==> src/rtl/subtone_pkg.sv <==
package subtone_pkg;
  // Strobes from the control section to the datapath.
  typedef struct packed {
    logic run;      // tone mode active
    logic cntLoad;  // one-cycle pulse: reload the counter now
  } strb_t;
endpackage

==> src/rtl/subtone_ctrl.sv <==
module subtone_ctrl
  import subtone_pkg::*;
#(
  parameter int unsigned DW    = 8,
  parameter int unsigned TMR_W = 10,
  parameter int unsigned RA_W  = 2
) (
  input  logic             clk,
  input  logic             rstN,
  input  logic             wrEn,
  input  logic [RA_W-1:0]  wrAddr,
  input  logic [DW-1:0]    wrData,
  output strb_t            strb,
  output logic             outEn,
  output logic [TMR_W-1:0] reloadVal,
  output logic [DW-1:0]    dacData
);
  localparam int unsigned HI_W = TMR_W - DW;

  localparam logic [RA_W-1:0] A_CTRL = RA_W'(0);
  localparam logic [RA_W-1:0] A_RLO  = RA_W'(1);
  localparam logic [RA_W-1:0] A_RHI  = RA_W'(2);
  localparam logic [RA_W-1:0] A_DATA = RA_W'(3);

  logic toneSel;
  logic loadNow;
  logic cntLoadQ;
  logic reloadWr;

  assign reloadWr = wrEn && ((wrAddr == A_RLO) || (wrAddr == A_RHI));

  always_ff @(posedge clk) begin
    if (!rstN) begin
      toneSel   <= 1'b0;
      loadNow   <= 1'b0;
      outEn     <= 1'b0;
      reloadVal <= '0;
      dacData   <= '0;
      cntLoadQ  <= 1'b0;
    end else begin
      cntLoadQ <= reloadWr && loadNow;
      if (wrEn) begin
        unique case (wrAddr)
          A_CTRL: begin
            toneSel <= wrData[0];
            loadNow <= wrData[1];
            outEn   <= wrData[2];
          end
          A_RLO:   reloadVal[DW-1:0]     <= wrData;
          A_RHI:   reloadVal[TMR_W-1:DW] <= wrData[HI_W-1:0];
          A_DATA:  dacData               <= wrData;
          default: ;
        endcase
      end
    end
  end

  assign strb.run     = toneSel;
  assign strb.cntLoad = cntLoadQ;
endmodule

==> src/rtl/subtone_dp.sv <==
module subtone_dp
  import subtone_pkg::*;
#(
  parameter int unsigned DW    = 8,
  parameter int unsigned TMR_W = 10,
  parameter int unsigned AW    = 6
) (
  input  logic             clk,
  input  logic             rstN,
  input  strb_t            strb,
  input  logic             outEn,
  input  logic [TMR_W-1:0] reloadVal,
  input  logic [DW-1:0]    dacData,
  output logic [AW-1:0]    tblAddr,
  output logic [DW-1:0]    dacCode
);
  localparam int unsigned QW   = AW - 1;              // half-wave index width
  localparam int unsigned QTR  = 1 << (AW - 2);       // quarter-wave length
  localparam logic [DW-1:0] MID = DW'(1 << (DW - 1)); // mid-scale code

  logic             pre;
  logic [TMR_W-1:0] cnt;
  logic [DW-1:0]    sample;

  // Quarter-wave amplitude: round(127 * sin(2*pi*k/64)) for k = 0..16.
  function automatic logic [DW-1:0] quarterAmp(input logic [QW-1:0] k);
    unique case (k)
      5'd0:    quarterAmp = 8'd0;
      5'd1:    quarterAmp = 8'd12;
      5'd2:    quarterAmp = 8'd25;
      5'd3:    quarterAmp = 8'd37;
      5'd4:    quarterAmp = 8'd49;
      5'd5:    quarterAmp = 8'd60;
      5'd6:    quarterAmp = 8'd71;
      5'd7:    quarterAmp = 8'd81;
      5'd8:    quarterAmp = 8'd90;
      5'd9:    quarterAmp = 8'd98;
      5'd10:   quarterAmp = 8'd106;
      5'd11:   quarterAmp = 8'd112;
      5'd12:   quarterAmp = 8'd117;
      5'd13:   quarterAmp = 8'd122;
      5'd14:   quarterAmp = 8'd125;
      5'd15:   quarterAmp = 8'd126;
      default: quarterAmp = 8'd127;
    endcase
  endfunction

  // Full-wave sample built from the quarter wave by mirror and sign symmetry.
  function automatic logic [DW-1:0] sineAt(input logic [AW-1:0] idx);
    logic [QW-1:0] j;
    logic [QW-1:0] k;
    logic [DW-1:0] q;
    j = idx[QW-1:0];
    k = (j > QW'(QTR)) ? QW'((QTR * 2) - int'(j)) : j;
    q = quarterAmp(k);
    sineAt = idx[AW-1] ? (MID - q) : (MID + q);
  endfunction

  always_ff @(posedge clk) begin
    if (!rstN) begin
      pre     <= 1'b0;
      cnt     <= '0;
      tblAddr <= '0;
    end else if (!strb.run) begin
      pre     <= 1'b0;
      cnt     <= reloadVal;
      tblAddr <= '0;
    end else if (strb.cntLoad) begin
      pre <= 1'b0;
      cnt <= reloadVal;
    end else begin
      pre <= ~pre;
      if (pre) begin
        if (cnt == '0) begin
          cnt     <= reloadVal;
          tblAddr <= tblAddr + 1'b1;
        end else begin
          cnt <= cnt - 1'b1;
        end
      end
    end
  end

  assign sample  = sineAt(tblAddr);
  assign dacCode = !outEn ? '0 : (strb.run ? sample : dacData);
endmodule

==> src/rtl/subtone_gen.sv <==
module subtone_gen
  import subtone_pkg::*;
#(
  parameter int unsigned DW    = 8,
  parameter int unsigned TMR_W = 10,
  parameter int unsigned AW    = 6,
  parameter int unsigned RA_W  = 2
) (
  input  logic            clk,
  input  logic            rstN,
  input  logic            wrEn,
  input  logic [RA_W-1:0] wrAddr,
  input  logic [DW-1:0]   wrData,
  output logic [DW-1:0]   dacCode,
  output logic            outEn,
  output logic            hiZReq
);
  strb_t            strb;
  logic [TMR_W-1:0] reloadVal;
  logic [DW-1:0]    dacData;
  logic [AW-1:0]    tblAddr;

  subtone_ctrl #(.DW(DW), .TMR_W(TMR_W), .RA_W(RA_W)) u_ctrl (
    .clk(clk), .rstN(rstN), .wrEn(wrEn), .wrAddr(wrAddr), .wrData(wrData),
    .strb(strb), .outEn(outEn), .reloadVal(reloadVal), .dacData(dacData)
  );

  subtone_dp #(.DW(DW), .TMR_W(TMR_W), .AW(AW)) u_dp (
    .clk(clk), .rstN(rstN), .strb(strb), .outEn(outEn),
    .reloadVal(reloadVal), .dacData(dacData),
    .tblAddr(tblAddr), .dacCode(dacCode)
  );

  assign hiZReq = ~outEn;
endmodule

==> config.mk <==
export PLATFORM = sky130hd
export DESIGN_NAME = subtone_gen
export DESIGN_NICKNAME = d
export VERILOG_FILES = /design/src/rtl/subtone_pkg.sv /design/src/rtl/subtone_ctrl.sv /design/src/rtl/subtone_dp.sv /design/src/rtl/subtone_gen.sv
export SDC_FILE = /design/constraint.sdc
export NUM_CORES = 1
export LEC_CHECK = 0
export ABC_AREA = 1
export CAP_MARGIN = 20
export CORE_MARGIN = 10
export CORE_UTILIZATION = 64
export CTS_BUF_LIST = sky130_fd_sc_hd__clkbuf_8
export DETAILED_ROUTE_END_ITERATION = 10
export DONT_BUFFER_PORTS = 1
export PLACE_DENSITY = 0.92
export SYNTH_ARGS = -nofsm -noshare
export SYNTH_HDL_FRONTEND = slang
export SYNTH_HIERARCHICAL = 1
export SYNTH_SLANG_ARGS = --single-unit
==> constraint.sdc <==
create_clock -name clk -period 3.8 [get_ports clk]
set_input_delay 0.76 -clock clk [delete_from_list [all_inputs] [get_ports clk]]
set_output_delay 0.76 -clock clk [all_outputs]
set_load 0.05 [all_outputs]
---- Word level (Yosys, flattened, before mapping) ----
Memory sizes are Yosys's and may differ from the RTL's.
Index checks and enable logic that the tools add are counted.
word-level totals
  memory bits (read-only) ................. 112
  register bits ........................... 39
  memories ................................ 1
  word-level logic and storage cells ...... 47
  input bits .............................. 13
memory list
  memory            depth  width  read ports  clocked after memory_dff  write ports  line              text
  (name not given)  16     7      1           0                         0            subtone_dp.sv:27  unique case (k)
operators by class
  magnitude comparators ................... 1
  bitwise gates (word level) .............. 5
  add/sub/neg operators ................... 5
  reductions and logical operators ........ 12
  equality and inequality tests ........... 4
  muxes and demuxes ....................... 9
operators with widths
  kind                                                                      number
  10-bit 2-to-1 mux                                                         4
  8-bit 2-to-1 mux                                                          4
  10-bit zero test                                                          1
  2-bit AND reduction                                                       5
  10-bit by 1-bit subtractor with 10-bit output (second input constant)     1
  8-bit adder (first input constant)                                        1
  8-bit subtractor (first input constant)                                   1
  6-bit by 1-bit adder with 6-bit output (second input constant)            1
  5-bit greater-than comparator (second input constant)                     1
  5-bit 2-to-1 mux                                                          1
  1-bit NOT                                                                 5
  1-bit by 5-bit subtractor with 5-bit output (first input constant)        1
  2-bit equality test (second input constant)                               2
  3-bit by 2-bit inequality test with 1-bit output (second input constant)  1
  3-bit AND reduction                                                       1
  3-bit OR reduction                                                        1
  2-bit by 1-bit equality test with 1-bit output (second input constant)    1
  1-bit logical AND                                                         2
  2-bit zero test                                                           1
  1-bit logical OR                                                          1

---- Logic depth before layout (Yosys ltp) ----
Gate-level depths: netlist (run 1).
An unclocked memory read counts as a cell.
  depth after elaboration ................. 8
  gate-level depth with buffers ........... 21
  depth with buffers taken out ............ 21

---- Modules after synthesis ----
Netlist (run 1), hierarchy kept.
modules (own cells, without submodules)
  module        cells an instance  times used  seq. area each (um^2)  area an instance (um^2)
  subtone_dp    265                1           340.3                  1662.8
  subtone_ctrl  146                1           440.4                  960.9
  subtone_gen   1                  1           0.0                    3.8

---- Least setup slack after synthesis (run 1) ----
No wires, ideal clock.
  kind .................................... flip-flop to output port
  start ................................... register u_dp.tblAddr[0]
  end ..................................... output dacCode[3]
  setup slack ............................. 138 ps
  path buffers ............................ 0
  arrival time ............................ 2902 ps
  cell stages (with the launch flop) ...... 17
  path through ............................ dfxtp_1 > inv_2 > ha_1 > nand3_4 > nand2_2 > nand2_1 > nand2_2 > ha_1 > inv_1 > nand3_1 > nand2_1 > a21oi_2 > nand2_2 > inv_1 > nand3_1 > nand3_1 > a31oi_1
between the ends
  word-level cells in the longest chain between the ends .. 8
ends and longest elaborated chain
  item                                                                                                 line               text
  start: declaration                                                                                   subtone_dp.sv:14   output logic [AW-1:0] tblAddr,
  start signal: assignment                                                                             subtone_dp.sv:76   tblAddr <= tblAddr + 1'b1;
  1-bit by 5-bit subtractor with 5-bit output / 5-bit greater-than comparator (equally long branches)  subtone_dp.sv:54   k = (j > QW'(QTR)) ? QW'((QTR * 2) - int'(j)) : j;
  5-bit 2-to-1 mux (*)                                                                                 subtone_dp.sv:54
  memory 16 x 7 bit                                                                                    --
  8-bit 2-to-1 mux (*)                                                                                 subtone_dp.sv:27
  8-bit adder / 8-bit subtractor (equally long branches)                                               subtone_dp.sv:56   sineAt = idx[AW-1] ? (MID - q) : (MID + q);
  8-bit 2-to-1 mux (*)                                                                                 subtone_dp.sv:56
  8-bit 2-to-1 mux (*) (2 in series)                                                                   subtone_dp.sv:85   assign dacCode = !outEn ? '0 : (strb.run ? sample : dacData);
  end: declaration                                                                                     subtone_gen.sv:14  output logic [DW-1:0] dacCode,
Every way passes the cells marked *; elsewhere a longest branch is shown, timed or not.

---- Final worst setup path (run 1) ----
  start ................................... register u_dp.tblAddr[1]
  end ..................................... output dacCode[6]
Same word-level chain as after synthesis.

==> results of run 1 <==
path summary, 6_finish.rpt:
kind                                        end  slack, ns
worst max register to register      u_dp/cnt[9]       1.62
worst min register to register  u_ctrl/cntLoadQ       0.48
worst max-delay path                 dacCode[6]       0.22
worst min-delay path            u_ctrl/cntLoadQ       0.48
metrics by stage:
| step | hold WS (ns) | instance area [sq um] |
|---|---|---|
| floorplan | 0.414 | 2630 |
| global placement | 0.431 | 2680 |
| detailed placement | 0.453 | 2680 |
| CTS | 0.474 | 2770 |
| global route | 0.486 | 2790 |
| finish | 0.476 | 2790 |
flip-flops by register name (all words and copies together) (netlist names):
| signal | cells |
|---|---|
| u_ctrl/loadNow | 1 |
| u_ctrl/cntLoadQ | 1 |
| u_dp/cnt | 10 |
| u_ctrl/dacData | 8 |
| u_dp/tblAddr | 6 |
| u_ctrl/toneSel | 1 |
| u_dp/pre | 1 |
| u_ctrl/reloadVal | 10 |
| u_ctrl/outEn | 1 |
routing by layer:
layer,vias to the layer above,wire length (um)
met5,-,0
met4,0,88
met3,10,378
met2,60,2860
met1,1104,2440
li1,1295,-
placed cells by master (no fill, tap or decap), drive strengths merged:
master    instances
o32ai             3
ha               12
clkinv            1
nand3b            1
a21oi             9
nor4              1
xnor2             1
o21bai            1
a211oi            1
o22ai             5
nor2             84
o21a              1
or2               1
nor3              6
o211ai            4
nor3b             1
nand3            30
clkbuf            5
dfxtp            39
nand4             1
o21ai            15
buf               7
clkinvlp          2
inv              62
nand2           119
xor2              2
a31oi             3
layout make-up:
cell class / count / area, sq um / area share, %
Inverter: 62 / 233 / 8.34
Timing Repair Buffer: 7 / 56.3 / 2.02
Tap cell: 50 / 62.6 / 2.24
Multi-Input combinational cell: 301 / 1560 / 55.8
Sequential cell: 39 / 788 / 28.3
Clock buffer: 5 / 68.8 / 2.47
Clock inverter: 3 / 23.8 / 0.852
power breakdown:
| group | internal (mW) | switching (mW) |
|---|---|---|
| combinational | 0.0424 | 0.0833 |
| clock | 0.131 | 0.162 |
| sequential | 0.426 | 0.0158 |
worst max-delay path: cells and delay by family (launching register included):
kind	cells	cell delay (ns)
adders and majority gates	3	0.61
DFF	1	0.37
and+or+nand+nor	15	1.23
buffers and inverters	3	0.31
kinds of logic after synthesis:
family                   Yosys count  synth area share [%]
adder cells (fa/ha/maj)           12                  5.71
XOR/XNOR                           3                  1.00
buffers and inverters             72                  11.4
flip-flops                        39                  29.7
AO/OA/AOI/OAI                     42                  10.0
AND/OR/NAND/NOR                  244                  42.1
repair_timing:
action / CTS / global route
endpoints found under the setup margin: 2 / 6
resized for setup: 2 / 7
pin swaps: 0 / 0
==> reports/results.tsv, run 1 <==
stage	metric	value	unit
routing	routed_wl	5760	um
logic_synthesis	synth_edf_count	0	
cts	hold_buffers	0	
routing	drt.antenna.violating_nets	0	
floorplan	start_util	65.7	%
routing	via_per_inst	5.29	
cts	htree_levels	2	
routing	drtIter0Drc	89	
sta	setup_tns	0	ns
logic_synthesis	netlist_instances	412	
global_routing	gr-total-overflow	0	
global_routing	use_met1	17.4	%
cts	cts_tree	yes	
cts	path_clk_slew	0.08	ns
global_routing	antenna_found_initial	0	
setup_path	max_stage_delay	0.37	ns
layout	utilization	69.8	%
setup_path	r2r_cells	11	
global_routing	grtUsageMet3	5.47	%
setup_path	worstPathArrival	2.82	ns
logic_synthesis	synth.most_common_cell	nand2_1	
place	place_congestion	0.924	
routing	first_pass_iters	5	
pwr	power_density	308	mW/mm^2
sta	post-route-period-util	94.2	%
setup_path	cp.required	3.04	ns
setup_path	worst_setup_path_end_kind	output pin	
routing	routedWlPerCell	12.3	um
cts	cts_sinks	39	
sta	tightest_slew	0.759	ns
sta	setup_viol	0	
pwr	leakagePower	1.36	nW
logic_synthesis	synth_cell_type_count	35	
logic_synthesis	synth-seq-area-share	29.7	%
layout	fillers	308	
layout	nets	441	
place	dp_hpwl	4330	um
cts	clock_path_buffers	2	
global_routing	gr-max-usage-layer	met2	
global_routing	use_met2	28.6	%
floorplan	coreArea	0.00400	sq mm
layout	layout-drive-gt1-share	13.4	%
min_path	hold_depth	2	
routing	vias	2469	
routing	drc	0	
floorplan	io_pins	23	
setup_path	path_max_fanout	7	
sta	finalWorstSetupSlack	0.219	ns
cts	root_buffer	clkbuf_8	
pwr	finalPower	0.860	mW
logic_synthesis	synth_top_area_cell	dfxtp_1	
logic_synthesis	synth_area_leaders	dfxtp_1, nand2_1, nor2_1, inv_1, ha_1	
min_path	holdCritStartpoint	u_ctrl/loadNow	
logic_synthesis	synth_top_cell_area_share	29.7	%
place	place_ws	0.327	ns
global_routing	grt_pass1_wl	9990	um
logic_synthesis	synth_flop_cell	dfxtp_1	
setup_path	startpoint	u_dp/tblAddr[1]	
floorplan	die_y	84.1	um
job	drv_cap	0	
global_routing	track_usage	16.2	%
run_status	status	finished clean	
logic_synthesis	syn_area	0.00263	sq mm
logic_synthesis	synth-seq-cells	39	
floorplan	fp-row-count	23	
cts	clock_latency	0.30	ns
logic_synthesis	synth.avg_cell_area	6.38	sq um
sta	relSlewSlack	49.3	%
floorplan	dieArea	0.00707	sq mm
sta	hold_viol	0	
logic_synthesis	synth_nets	437	
place	dp_cells	459	
logic_synthesis	async_flop_share	0	%
sta	finalClockSkew	0.00585	ns
logic_synthesis	yosysWarnings	6	
setup_path	reg2reg_from	u_dp/cnt[0]	
sta	finalCriticalPeriod	3.58	ns
logic_synthesis	yosys-top-cells-count	nand2_1, nor2_1, inv_1	
setup_path	worstPathCellList	inv_1, ha_2, nand3_4, nand2_2, nand2_1, nand2_4, ha_1, nand2_1, nand2_1, nor2_2, nor2_4, ha_2, nand3_1, nor2_1, nand2_1, nand2_1, nand2_1, nand3_1, nand2_1, inv_1, buf_6	
floorplan	die_w	84.1	um
layout	instances_no_fill	467	
setup_path	worstSetupPathType	register to output pin	
sta	fmax	279	MHz
pwr	ir_worst_vdd	0.000342	V
global_routing	grt_max_degree	26	
min_path	min-delay-path-class	register to register	
layout	synthToLayoutAreaGrowth	6.19	%
place	port_buffers	0	
cts	cts_setup_buffers	0	
sta	slew_viol_final	0	
cts	cts_buffers	5	
setup_path	start_kind	register	
layout	diodes	0	
setup_path	crit_slowest_cell	dfxtp_4	
global_routing	first_global_vias	2343	
setup_path	crit_top_cell	nand2_1	
Power figures use the tool's default switching activity.
==> run 2: changes to the inputs <==
- CORE_UTILIZATION: 64 -> 45
- PLACE_DENSITY: 0.92 -> 0.72
==> reports/results.tsv, run 2 (synthesized netlist as in run 1, its figures left out) <==
stage	metric	value	unit	change
sta	fmax	279	MHz	about the same
sta	hold_viol	0		unchanged
pwr	power_density	325	mW/mm^2	was 308 mW/mm^2
layout	layout-drive-gt1-share	13.6	%	was 13.4%
setup_path	worst_setup_path_end_kind	output pin		unchanged
place	port_buffers	0		unchanged
global_routing	grt_pass1_wl	9870	um	was 9990 um
global_routing	antenna_found_initial	0		unchanged
layout	final_area	0.00286	sq mm	was 0.00279 sq mm
layout	final_common_cell	nand2_1		unchanged
sta	post-route-period-util	94.4	%	was 94.2%
layout	synthToLayoutAreaGrowth	8.81	%	was 6.19%
cts	clock_latency	0.29	ns	was 0.30 ns
setup_path	start_kind	register		unchanged
floorplan	io_pins	23		unchanged
pwr	leakagePower	1.39	nW	was 1.36 nW
sta	slew_viol_final	0		unchanged
routing	routedWlPerCell	11.6	um	was 12.3 um
global_routing	first_global_vias	2247		was 2343
floorplan	die_w	96.4	um	was 84.1 um
min_path	min-delay-path-class	register to register		unchanged
routing	drc	0		unchanged
sta	finalClockSkew	0.00848	ns	was 0.00585 ns
floorplan	coreArea	0.00557	sq mm	was 0.00400 sq mm
floorplan	start_util	47.1	%	was 65.7%
job	drv_cap	0		unchanged
sta	finalCriticalPeriod	3.59	ns	was 3.58 ns
pwr	finalPower	0.929	mW	was 0.860 mW
global_routing	track_usage	13.0	%	was 16.2%
routing	routed_wl	5690	um	was 5760 um
layout	final_cell_mix	nand2_1, nor2_1, inv_1		unchanged
routing	first_pass_iters	4		was 5
setup_path	worstSetupPathType	register to output pin		unchanged
routing	drtIter0Drc	151		was 89
setup_path	r2r_slack	1.75	ns	was 1.62 ns
place	dp_cells	481		was 459
layout	diodes	0		unchanged
run_status	status	finished clean		unchanged
setup_path	cp.required	3.04	ns	about the same
place	placed_cell_area	0.00270	sq mm	was 0.00268 sq mm
layout	fillers	587		was 308
setup_path	path_max_fanout	7		unchanged
place	dp_hpwl	4310	um	was 4330 um
setup_path	worstPathArrival	2.83	ns	was 2.82 ns
layout	nets	442		was 441
floorplan	fp-row-count	27		was 23
place	place_congestion	0.861		was 0.924
cts	root_buffer	clkbuf_8		unchanged
cts	cts_sinks	39		unchanged
cts	cts_tree	yes		unchanged
cts	htree_levels	2		unchanged
routing	drt.antenna.violating_nets	0		unchanged
sta	tightest_slew	0.740	ns	was 0.759 ns
cts	path_clk_slew	0.08	ns	about the same
global_routing	grt_max_degree	26		unchanged
cts	cts_buffers	5		unchanged
layout	instances_no_fill	490		was 467
routing	via_per_inst	4.92		was 5.29
sta	setup_viol	0		unchanged
sta	relSlewSlack	50.6	%	was 49.3%
pwr	ir_worst_vdd	0.000295	V	was 0.000342 V
floorplan	die_y	96.4	um	was 84.1 um
cts	clock_path_buffers	2		unchanged
floorplan	dieArea	0.00929	sq mm	was 0.00707 sq mm
routing	vias	2411		was 2469
layout	reg_top3	u_ctrl/reloadVal: 10 flops, u_dp/cnt: 10 flops, u_ctrl/dacData: 8 flops		unchanged
global_routing	gr-total-overflow	0		unchanged
cts	hold_buffers	0		unchanged
[run 2: cell count changes in the layout (fill, tap and decap cells not counted)]
| cell | before | now |
|---|---|---|
| nand2_4 | 5 | 4 |
| buf_4 | 6 | 7 |
| clkbuf_8 | 5 | 6 |
| ha_2 | 2 | 1 |
| nand2_2 | 9 | 10 |
| ha_4 | 0 | 1 |
| bufinv_16 | 0 | 1 |
| clkinvlp_4 | 2 | 0 |
[run 2: worst paths after layout]
check | startpoint | endpoint | cells past startpoint
hold reg to reg | u_ctrl/loadNow | u_ctrl/cntLoadQ | 2
setup reg to reg | u_dp/cnt[0] | u_dp/cnt[0] | 11
setup / recovery | u_dp/tblAddr[1] | dacCode[6] | 22
hold / removal | u_ctrl/loadNow | u_ctrl/cntLoadQ | 2
[run 2: final cells by class]
type | instances | area [sq um] | area share (%)
Clock inverter | 2 | 38.8 | 1.36
Timing Repair Buffer | 8 | 63.8 | 2.23
Multi-Input combinational cell | 301 | 1560 | 54.7
Sequential cell | 39 | 788 | 27.6
Clock buffer | 6 | 82.6 | 2.89
Tap cell | 72 | 90.1 | 3.15
Inverter | 62 | 233 | 8.14
[run 2: worst max-delay path, cell delays in order, from the launching register on]
cell and delay (ns):
dfxtp_4 0.37, inv_1 0.07, ha_2 0.20, nand3_4 0.10, nand2_2 0.08, nand2_1 0.09, nand2_2 0.11, ha_1 0.22
inv_1 0.05, nor2_1 0.04, nand2_2 0.07, nand2_2 0.06, nor2_4 0.19, ha_4 0.18, nand3_1 0.08, nor2_1 0.09
nand2_1 0.07, nand2_1 0.06, nand2_1 0.05, nand3_1 0.06, nand2_1 0.05, inv_1 0.06, buf_6 0.15
[run 2: repair_timing]
item                                    4_1_cts  5_1_grt
gates cloned                                  0        0
setup buffers                                 0        1
pin swaps                                     0        1
resized for setup                             1        8
hold endpoints to repair                      0        0
endpoints found under the setup margin        1        7
[run 2: report_power, final]
group          switching, mW  internal [mW]  total, mW
clock network          0.150          0.216      0.365
registers             0.0152          0.426      0.441
logic                 0.0802         0.0422      0.122
total                  0.245          0.684      0.929
[run 2: layer usage]
| layer | up-vias | GRT usage [%] | routed length (um) |
|---|---|---|---|
| li1 | 1293 | - | - |
| met1 | 1071 | 15.0 | 2600 |
| met5 | - | 0 | 0 |
| met2 | 41 | 22.0 | 2670 |
| met4 | 0 | 4.24 | 57 |
| met3 | 6 | 4.55 | 358 |
[run 2: stage by stage]
| stage | setup slack (ns) | utilization [%] | hold slack, ns | TNS (ns) |
|---|---|---|---|---|
| after CTS | 0.0163 | 50.7 | 0.459 | 0 |
| after detailed placement | 0.299 | 48.5 | 0.438 | 0 |
| after floorplan | 0.138 | - | 0.414 | 0 |
| after global placement | 0.403 | 48.5 | 0.437 | 0 |
| after global routing | -0.00716 | 51.3 | 0.469 | -0.00716 |
| final | 0.213 | 51.3 | 0.456 | 0 |
